--- src/rtl/rw_turn_pkg.sv ---
package rw_turn_pkg;
  localparam int unsigned DIR_N  = 2;
  localparam int unsigned RD_IDX = 0;
  localparam int unsigned WR_IDX = 1;
  localparam int unsigned SYNC_STAGES = 2;

  typedef logic [DIR_N-1:0] dir_vec_t;

  typedef enum logic [1:0] {
    ST_IDLE = 2'd0,
    ST_RUN  = 2'd1,
    ST_RSP  = 2'd2
  } turn_st_e;
endpackage

--- src/rtl/rw_turn_rst_sync.sv ---
module rw_turn_rst_sync #(
  parameter int unsigned STAGES = rw_turn_pkg::SYNC_STAGES
) (
  input  logic clk,
  input  logic rst_n,
  output logic rst_sync_n
);
  logic [STAGES-1:0] chain_q;

  always_ff @(posedge clk or negedge rst_n) begin
    if (!rst_n) chain_q <= '0;
    else        chain_q <= {chain_q[STAGES-2:0], 1'b1};
  end

  assign rst_sync_n = chain_q[STAGES-1];
endmodule

--- src/rtl/rw_turn_pick.sv ---
module rw_turn_pick
  import rw_turn_pkg::*;
(
  input  logic     rd_req_i,
  input  logic     wr_req_i,
  input  logic     last_wr_i,
  output dir_vec_t pick_o
);
  always_comb begin
    pick_o = '0;
    if (rd_req_i && wr_req_i) begin
      if (last_wr_i) pick_o[RD_IDX] = 1'b1;
      else           pick_o[WR_IDX] = 1'b1;
    end else if (rd_req_i) begin
      pick_o[RD_IDX] = 1'b1;
    end else if (wr_req_i) begin
      pick_o[WR_IDX] = 1'b1;
    end
  end
endmodule

--- src/rtl/rw_turn_ctrl.sv ---
module rw_turn_ctrl
  import rw_turn_pkg::*;
(
  input  logic     clk,
  input  logic     rst_n,
  input  dir_vec_t pick_i,
  input  logic     seq_done_i,
  input  logic     rd_rsp_acc_i,
  input  logic     wr_rsp_acc_i,
  output logic     last_wr_o,
  output dir_vec_t grant_o,
  output logic     start_o
);
  turn_st_e st_q, st_d;
  dir_vec_t grant_q, grant_d;
  logic     start_q, start_d;
  logic     last_wr_q, last_wr_d;
  logic     acc_mine, free_now;

  always_comb begin
    acc_mine = (grant_q[RD_IDX] && rd_rsp_acc_i) || (grant_q[WR_IDX] && wr_rsp_acc_i);
    free_now = (st_q == ST_IDLE) ||
               (st_q == ST_RSP && acc_mine) ||
               (st_q == ST_RUN && seq_done_i && acc_mine);
  end

  always_comb begin
    st_d      = st_q;
    grant_d   = grant_q;
    start_d   = 1'b0;
    last_wr_d = last_wr_q;
    if (free_now) begin
      if (|pick_i) begin
        st_d      = ST_RUN;
        grant_d   = pick_i;
        start_d   = 1'b1;
        last_wr_d = pick_i[WR_IDX];
      end else begin
        st_d    = ST_IDLE;
        grant_d = '0;
      end
    end else if (st_q == ST_RUN && seq_done_i) begin
      st_d = ST_RSP;
    end
  end

  always_ff @(posedge clk or negedge rst_n) begin
    if (!rst_n) begin
      st_q      <= ST_IDLE;
      grant_q   <= '0;
      start_q   <= 1'b0;
      last_wr_q <= 1'b1;
    end else begin
      st_q      <= st_d;
      grant_q   <= grant_d;
      start_q   <= start_d;
      last_wr_q <= last_wr_d;
    end
  end

  assign grant_o   = grant_q;
  assign start_o   = start_q;
  assign last_wr_o = last_wr_q;


  grant_onehot_chk: assert property (@(posedge clk) disable iff (!rst_n)
    $onehot0(grant_o));


  start_has_grant_chk: assert property (@(posedge clk) disable iff (!rst_n)
    start_o |-> (grant_o != '0));


  grant_hold_chk: assert property (@(posedge clk) disable iff (!rst_n)
    (st_q == ST_RUN && !seq_done_i) |=> (grant_o == $past(grant_o)));


  rsp_gate_chk: assert property (@(posedge clk) disable iff (!rst_n)
    (st_q == ST_RSP && !rd_rsp_acc_i && !wr_rsp_acc_i) |=> !start_o);
endmodule

--- src/rtl/rw_turn_arbiter.sv ---
module rw_turn_arbiter
  import rw_turn_pkg::*;
(
  input  logic       clk,
  input  logic       rst_n,
  input  logic       rd_cmd_i,
  input  logic       wr_cmd_i,
  input  logic       wr_beat_i,
  input  logic       seq_done_i,
  input  logic       rd_rsp_acc_i,
  input  logic       wr_rsp_acc_i,
  output logic [1:0] grant_o,
  output logic       start_o
);
  logic     rst_sync_n;
  logic     wr_req;
  logic     last_wr;
  dir_vec_t pick;

  assign wr_req = wr_cmd_i && wr_beat_i;

  rw_turn_rst_sync #(.STAGES(SYNC_STAGES)) u_rst (
    .clk        (clk),
    .rst_n      (rst_n),
    .rst_sync_n (rst_sync_n)
  );

  rw_turn_pick u_pick (
    .rd_req_i  (rd_cmd_i),
    .wr_req_i  (wr_req),
    .last_wr_i (last_wr),
    .pick_o    (pick)
  );

  rw_turn_ctrl u_ctrl (
    .clk          (clk),
    .rst_n        (rst_sync_n),
    .pick_i       (pick),
    .seq_done_i   (seq_done_i),
    .rd_rsp_acc_i (rd_rsp_acc_i),
    .wr_rsp_acc_i (wr_rsp_acc_i),
    .last_wr_o    (last_wr),
    .grant_o      (grant_o),
    .start_o      (start_o)
  );


  wr_needs_both_chk: assert property (@(posedge clk) disable iff (!rst_sync_n)
    (start_o && grant_o[WR_IDX]) |-> $past(wr_cmd_i && wr_beat_i));


  rd_only_grant_chk: assert property (@(posedge clk) disable iff (!rst_sync_n)
    (start_o && grant_o[RD_IDX]) |-> $past(rd_cmd_i));
endmodule

--- config.mk ---
export PLATFORM = sky130hd
export DESIGN_NAME = rw_turn_arbiter
export DESIGN_NICKNAME = d
export VERILOG_FILES = /design/src/rtl/rw_turn_pkg.sv /design/src/rtl/rw_turn_rst_sync.sv /design/src/rtl/rw_turn_pick.sv /design/src/rtl/rw_turn_ctrl.sv /design/src/rtl/rw_turn_arbiter.sv
export SDC_FILE = /design/constraint.sdc
export NUM_CORES = 1
export LEC_CHECK = 0
export ABC_AREA = 1
export ABC_CLOCK_PERIOD_IN_PS = 800
export BUFFER_PORTS_ARGS = -buffer_cell sky130_fd_sc_hd__buf_4
export CAP_MARGIN = 20
export CORE_AREA = 2 2 39 41
export DETAILED_ROUTE_END_ITERATION = 8
export DIE_AREA = 0 0 41 43
export SLEW_MARGIN = 40
export SYNTH_ARGS = -nofsm -noshare
export SYNTH_HDL_FRONTEND = slang
export SYNTH_SLANG_ARGS = --single-unit
--- constraint.sdc ---
create_clock -name clk -period 0.8 [get_ports clk]
set_input_delay 0.08 -clock clk [delete_from_list [all_inputs] [get_ports clk]]
set_output_delay 0.08 -clock clk [all_outputs]
set_load 0.005 [all_outputs]
### Word level (Yosys, flattened, before mapping)

Cells that the tools add are included.

* RAM bits: 0
* output and inout port bits: 3
* latch bits: 0
* ROM bits: 0
* memories kept: 0
* word-level logic and storage cells: 33
* register bits: 8
* input port bits: 8

* add/subtract/negate cells: 0
* reductions and logical operators: 14
* multiply operators: 0
* divide/modulo/power cells: 0
* bitwise gates (word level): 0
* shifts and indexed selects: 0
* mux-type cells: 12
* equal/unequal tests: 2
* magnitude comparators: 0

Operators with widths (number)
* $mux W1: 8
* $mux W2: 4
* $logic_and A1 B1 Y1: 7
* $logic_or A1 B1 Y1: 3
* $eq A2 B1 Y1 const B: 1
* $eq A2 B2 Y1 const B: 1
* $logic_not A2 Y1: 1
* $reduce_and A2 Y1: 1
* $reduce_bool A2 Y1: 1
* $reduce_or A2 Y1: 1

### Depth between registers and ports, before layout

* depth after elaboration: 7
* gate-level depth with buffers: 6
* depth with buffers taken out: 6

### Hierarchy

Synthesis repeated with hierarchy kept, for this count alone.

* cell total of the unflattened synthesis: 37
* area, all modules: 334.1 um2

Modules (own cells, without submodules)
* rw_turn_ctrl: cells each 27, sequential area each 151.4 um2, area each 251.5 um2, times used 1
* rw_turn_rst_sync: cells each 3, sequential area each 50.0 um2, area each 53.8 um2, times used 1
* rw_turn_pick: cells each 5, sequential area each 0.0 um2, area each 21.3 um2, times used 1
* rw_turn_arbiter: cells each 2, sequential area each 0.0 um2, area each 7.5 um2, times used 1

### Least setup slack after synthesis

No wires, ideal clock.

* path kind: register to register
* from: reg u_ctrl.st_q[1]
* to: reg u_ctrl.grant_q[0], in the netlist u_ctrl.grant_o[0]
* arrival: 0.753 ns
* slack: -0.077 ns
* cell stages (with the launch flop): 7
* clock period less this slack: 0.877 ns
* buffers on the path: 0
* setup time: 0.123 ns
* required time: 0.677 ns
* cells stage by stage: dfrtp_1 inv_1 nand2_1 nand2_1 nand2_1 nand2_1 o21ai_1

* cells in the longest elaborated chain, start to end: 4
* elaborated cells between the ends (all ways): 8
* those cells by class: eq/ne: 2; reduce/logical: 6

RTL lines
* start, declared: line rw_turn_ctrl.sv:14 `turn_st_e st_q, st_d;`
* start signal, assigned: line rw_turn_ctrl.sv:54 `st_q <= st_d;`
* $eq A2 B2 Y1 or $eq A2 B1 Y1 (tied branches): line rw_turn_ctrl.sv:23, rw_turn_ctrl.sv:24
* $logic_and A1 B1 Y1, on equally long branches: line rw_turn_ctrl.sv:23, rw_turn_ctrl.sv:24
* $logic_or A1 B1 Y1 or $logic_and A1 B1 Y1 (tied branches): line rw_turn_ctrl.sv:22, rw_turn_ctrl.sv:24
* $logic_or A1 B1 Y1 *: line rw_turn_ctrl.sv:23 `(st_q == ST_RSP && acc_mine) ||`
* end signal, assigned: line rw_turn_ctrl.sv:55 `grant_q <= grant_d;`
* end, declared: line rw_turn_ctrl.sv:15 `dir_vec_t grant_q, grant_d;`

Every way passes the cells marked *; elsewhere a longest branch is shown, timed or not.
A chain may end at the register's enable or synchronous reset.

### Worst setup path after layout

Same ends and word-level chain as after synthesis.

==> run summary <==
TritonCTS created 3 clock buffers. Largest voltage drop on the vdd net: 1.17 mV. The logs give 0 for the number of slew-limit violations in the final report and 7 for the largest net degree at the start of global routing.

The instance count after placement with tap cells included is 63, and the post-layout minimum cycle time is 0.932 ns. The kind of end point of the critical path is a register. For this run, design rule violations remaining after detail routing come to 0. The class of the most critical setup path is register to register.

After technology mapping, the gate count stands at 35. First-iteration detailed-routing DRC count: 7. The element type at the critical path start is a register.

After floorplanning, the core was divided into 14 placement rows. Global routing used 7.62% of the available tracks. The initial antenna violation count is 0. The mean cell area of the mapped netlist was 9.08 um2; the depth of the most critical reg-to-reg path was 6. The synthesis warning total came out at 0. The number of top-level pins was 11; the detailed-route wire length per cell was 8.44 um. The number of levels in the clock H-tree was 1; the final-layout fill cell count was 150. The tools report the area of the mapped netlist as 318 um2. The number of global-route vias before repair was 233. The first TritonRoute pass finished after 4 iterations. The count of port buffers added during placement is 10. In the final design database the tool counted 66 nets. Number of nets with antenna violations after routing: 0. The ratio of routed vias to standard cells is 4.07, and the maximum frequency from static timing analysis is 1070 MHz. Leaving out fill and tap cells, the most frequent cells in the layout are 12 x nand2_1, 11 x buf_4, 7 x dfrtp_1. The clock sink count was 8; the final cycle utilization of the critical path was 117%.

Compared with the post-synthesis result, the final layout area differs by 69.3%. The wire-length estimate of the detail-placed layout is 435 um. The checks that failed: negative setup slack. The final count of hold timing violations was 0; the power density normalized to cell area was 3540 nW/um2.

The flip-flop and latch count after synthesis is 8, and the later-pin clock latency in the skew report is 0.25 ns. The initial standard-cell utilization of the core was 23.0%. The path category of the worst min-delay check is register to asynchronous set/reset pin. Summed over all layers, the global routing overflow is 0. Most frequent standard cell in the layout excluding fill and tap cells: nand2_1. The flow ran to the end, but the final reports show violations.

The core region is 1380 um2. The worst clock skew is 0.00351 ns, and the number of distinct library cells after synthesis is 10. Data required time at the worst endpoint: 0.93 ns. The worst setup slack after layout is -0.132 ns. For this run, the register share of the synthesized area comes to 63.4%.

The die covers 1760 um2. The logs give 0.0977 ns for the minimum hold slack and 0.000289 uW for the leakage power. For the worst setup path, the data arrival time is 1.07 ns. The run gives 38.9% as the core utilization of the finished layout.

Number of buffers on the longest clock path: 2. TritonCTS built the clock tree. Final standard cell count with taps included and fillers excluded: 73.

The run gives 841 um as the wire length of the first global-routing pass. Y dimension of the die: 43 um. Setup violations remaining at the end of the flow were counted as 9.

Setup repair after global routing could not meet its margin everywhere. The tools report the number of diodes added for antenna fixing as 0. The register clock-pin slew on the reported worst setup and hold paths was 0.06 ns. Max-cap violations in this run came to 0.

The share of final-layout standard cells stronger than drive strength 1 was 47.4%; the number of nets in the synthesized netlist was 43. The die width was 41 um. At the end of routability-driven placement, the weighted congestion stood at 0.812. After detailed routing, the total wire length is 616 um. The detailed router placed 297 vias in this run.

The tree is rooted in a clkbuf_4. The largest fanout on the critical path works out to 5.
[synth_stat cells]
master / number / area, um2
nand2_1: 14 / 52.6
nand3_2: 1 / 10.0
dfrtp_1: 7 / 175
conb_1: 1 / 3.75
nand3_1: 2 / 10.0
o21ai_1: 1 / 5.00
dfstp_2: 1 / 26.3
a21oi_1: 3 / 15.0
o21ai_0: 1 / 5.00
inv_1: 4 / 15.0
[worst max-delay path: stages (launching register included)]
cell	delay [ns]
dfrtp_1	0.38
inv_1	0.07
nand2_1	0.06
nand2_2	0.13
nand2_2	0.08
nand2_1	0.05
o21ai_1	0.05
[stage by stage]
stage	TNS [ns]	area (um2)	setup slack, ns	power (uW)
after floorplan	-0.161	323	-0.0441	978
after global placement	-0.406	433	-0.119	1240
after detailed placement	-0.488	433	-0.129	1250
after CTS	-0.850	519	-0.141	1830
after global routing	-1.48	538	-0.210	2050
final	-0.948	538	-0.132	1900
[final timing paths]
check,from,to,slack [ns]
max in group asynchronous,u_rst.chain_q[1],u_ctrl.last_wr_o,0.44
hold / removal,u_rst.chain_q[1],u_ctrl.start_o,0.1
setup reg to reg,u_ctrl.st_q[1],u_ctrl.grant_o[0],-0.13
hold reg to reg,u_rst.chain_q[1],u_ctrl.start_o,0.1
setup / recovery,u_ctrl.st_q[1],u_ctrl.grant_o[0],-0.13
min in group clk,seq_done_i,u_ctrl.st_q[1],0.11
[kinds of logic (layout without fill, tap and decap cells)]
kind of cell | after synthesis | after routing | synth area share (%)
simple gates | 17 | 17 | 22.8
other cells | 1 | 1 | 1.18
flops | 8 | 8 | 63.4
buf+inv | 4 | 26 | 4.72
compound gates | 5 | 5 | 7.87
[layer usage]
metal	up-vias	share of wire [%]	track usage [%]
li1	153	-	-
met1	133	46	9.03
met2	11	47	9.38
met3	0	6.2	3.14
met4	0	0	8.00
met5	-	0	0
[what timing repair did]
action / in CTS / in global routing
hold endpoints to repair: 2 / 0
pin swaps: 2 / 2
endpoints found under the setup margin: 9 / 9
gates resized for setup: 8 / 1
buffers inserted: 3 / 2
hold buffers: 1 / 0
[cell type report]
type | instances | area, um2 | share of cell area (%)
multi-input cells | 23 | 115 | 21.4
flip-flops and latches | 8 | 201 | 37.4
repair buffers | 18 | 160 | 29.8
clock buffers | 4 | 26.3 | 4.88
well taps | 16 | 20.0 | 3.72
inverters | 4 | 15.0 | 2.79
[registers in the layout, indices dropped and copies added (netlist names)]
register / count
u_ctrl.grant_o: 2
u_ctrl.st_q: 2
u_rst.chain_q: 2
u_ctrl.last_wr_o: 1
u_ctrl.start_o: 1
[report_power, final]
part	switching (uW)	internal [uW]	total [uW]
sequential	91.2	568	659
combinational	383	535	918
clock	136	191	327
total	610	1290	1900
No activity file was read; power rests on OpenSTA's default activity.
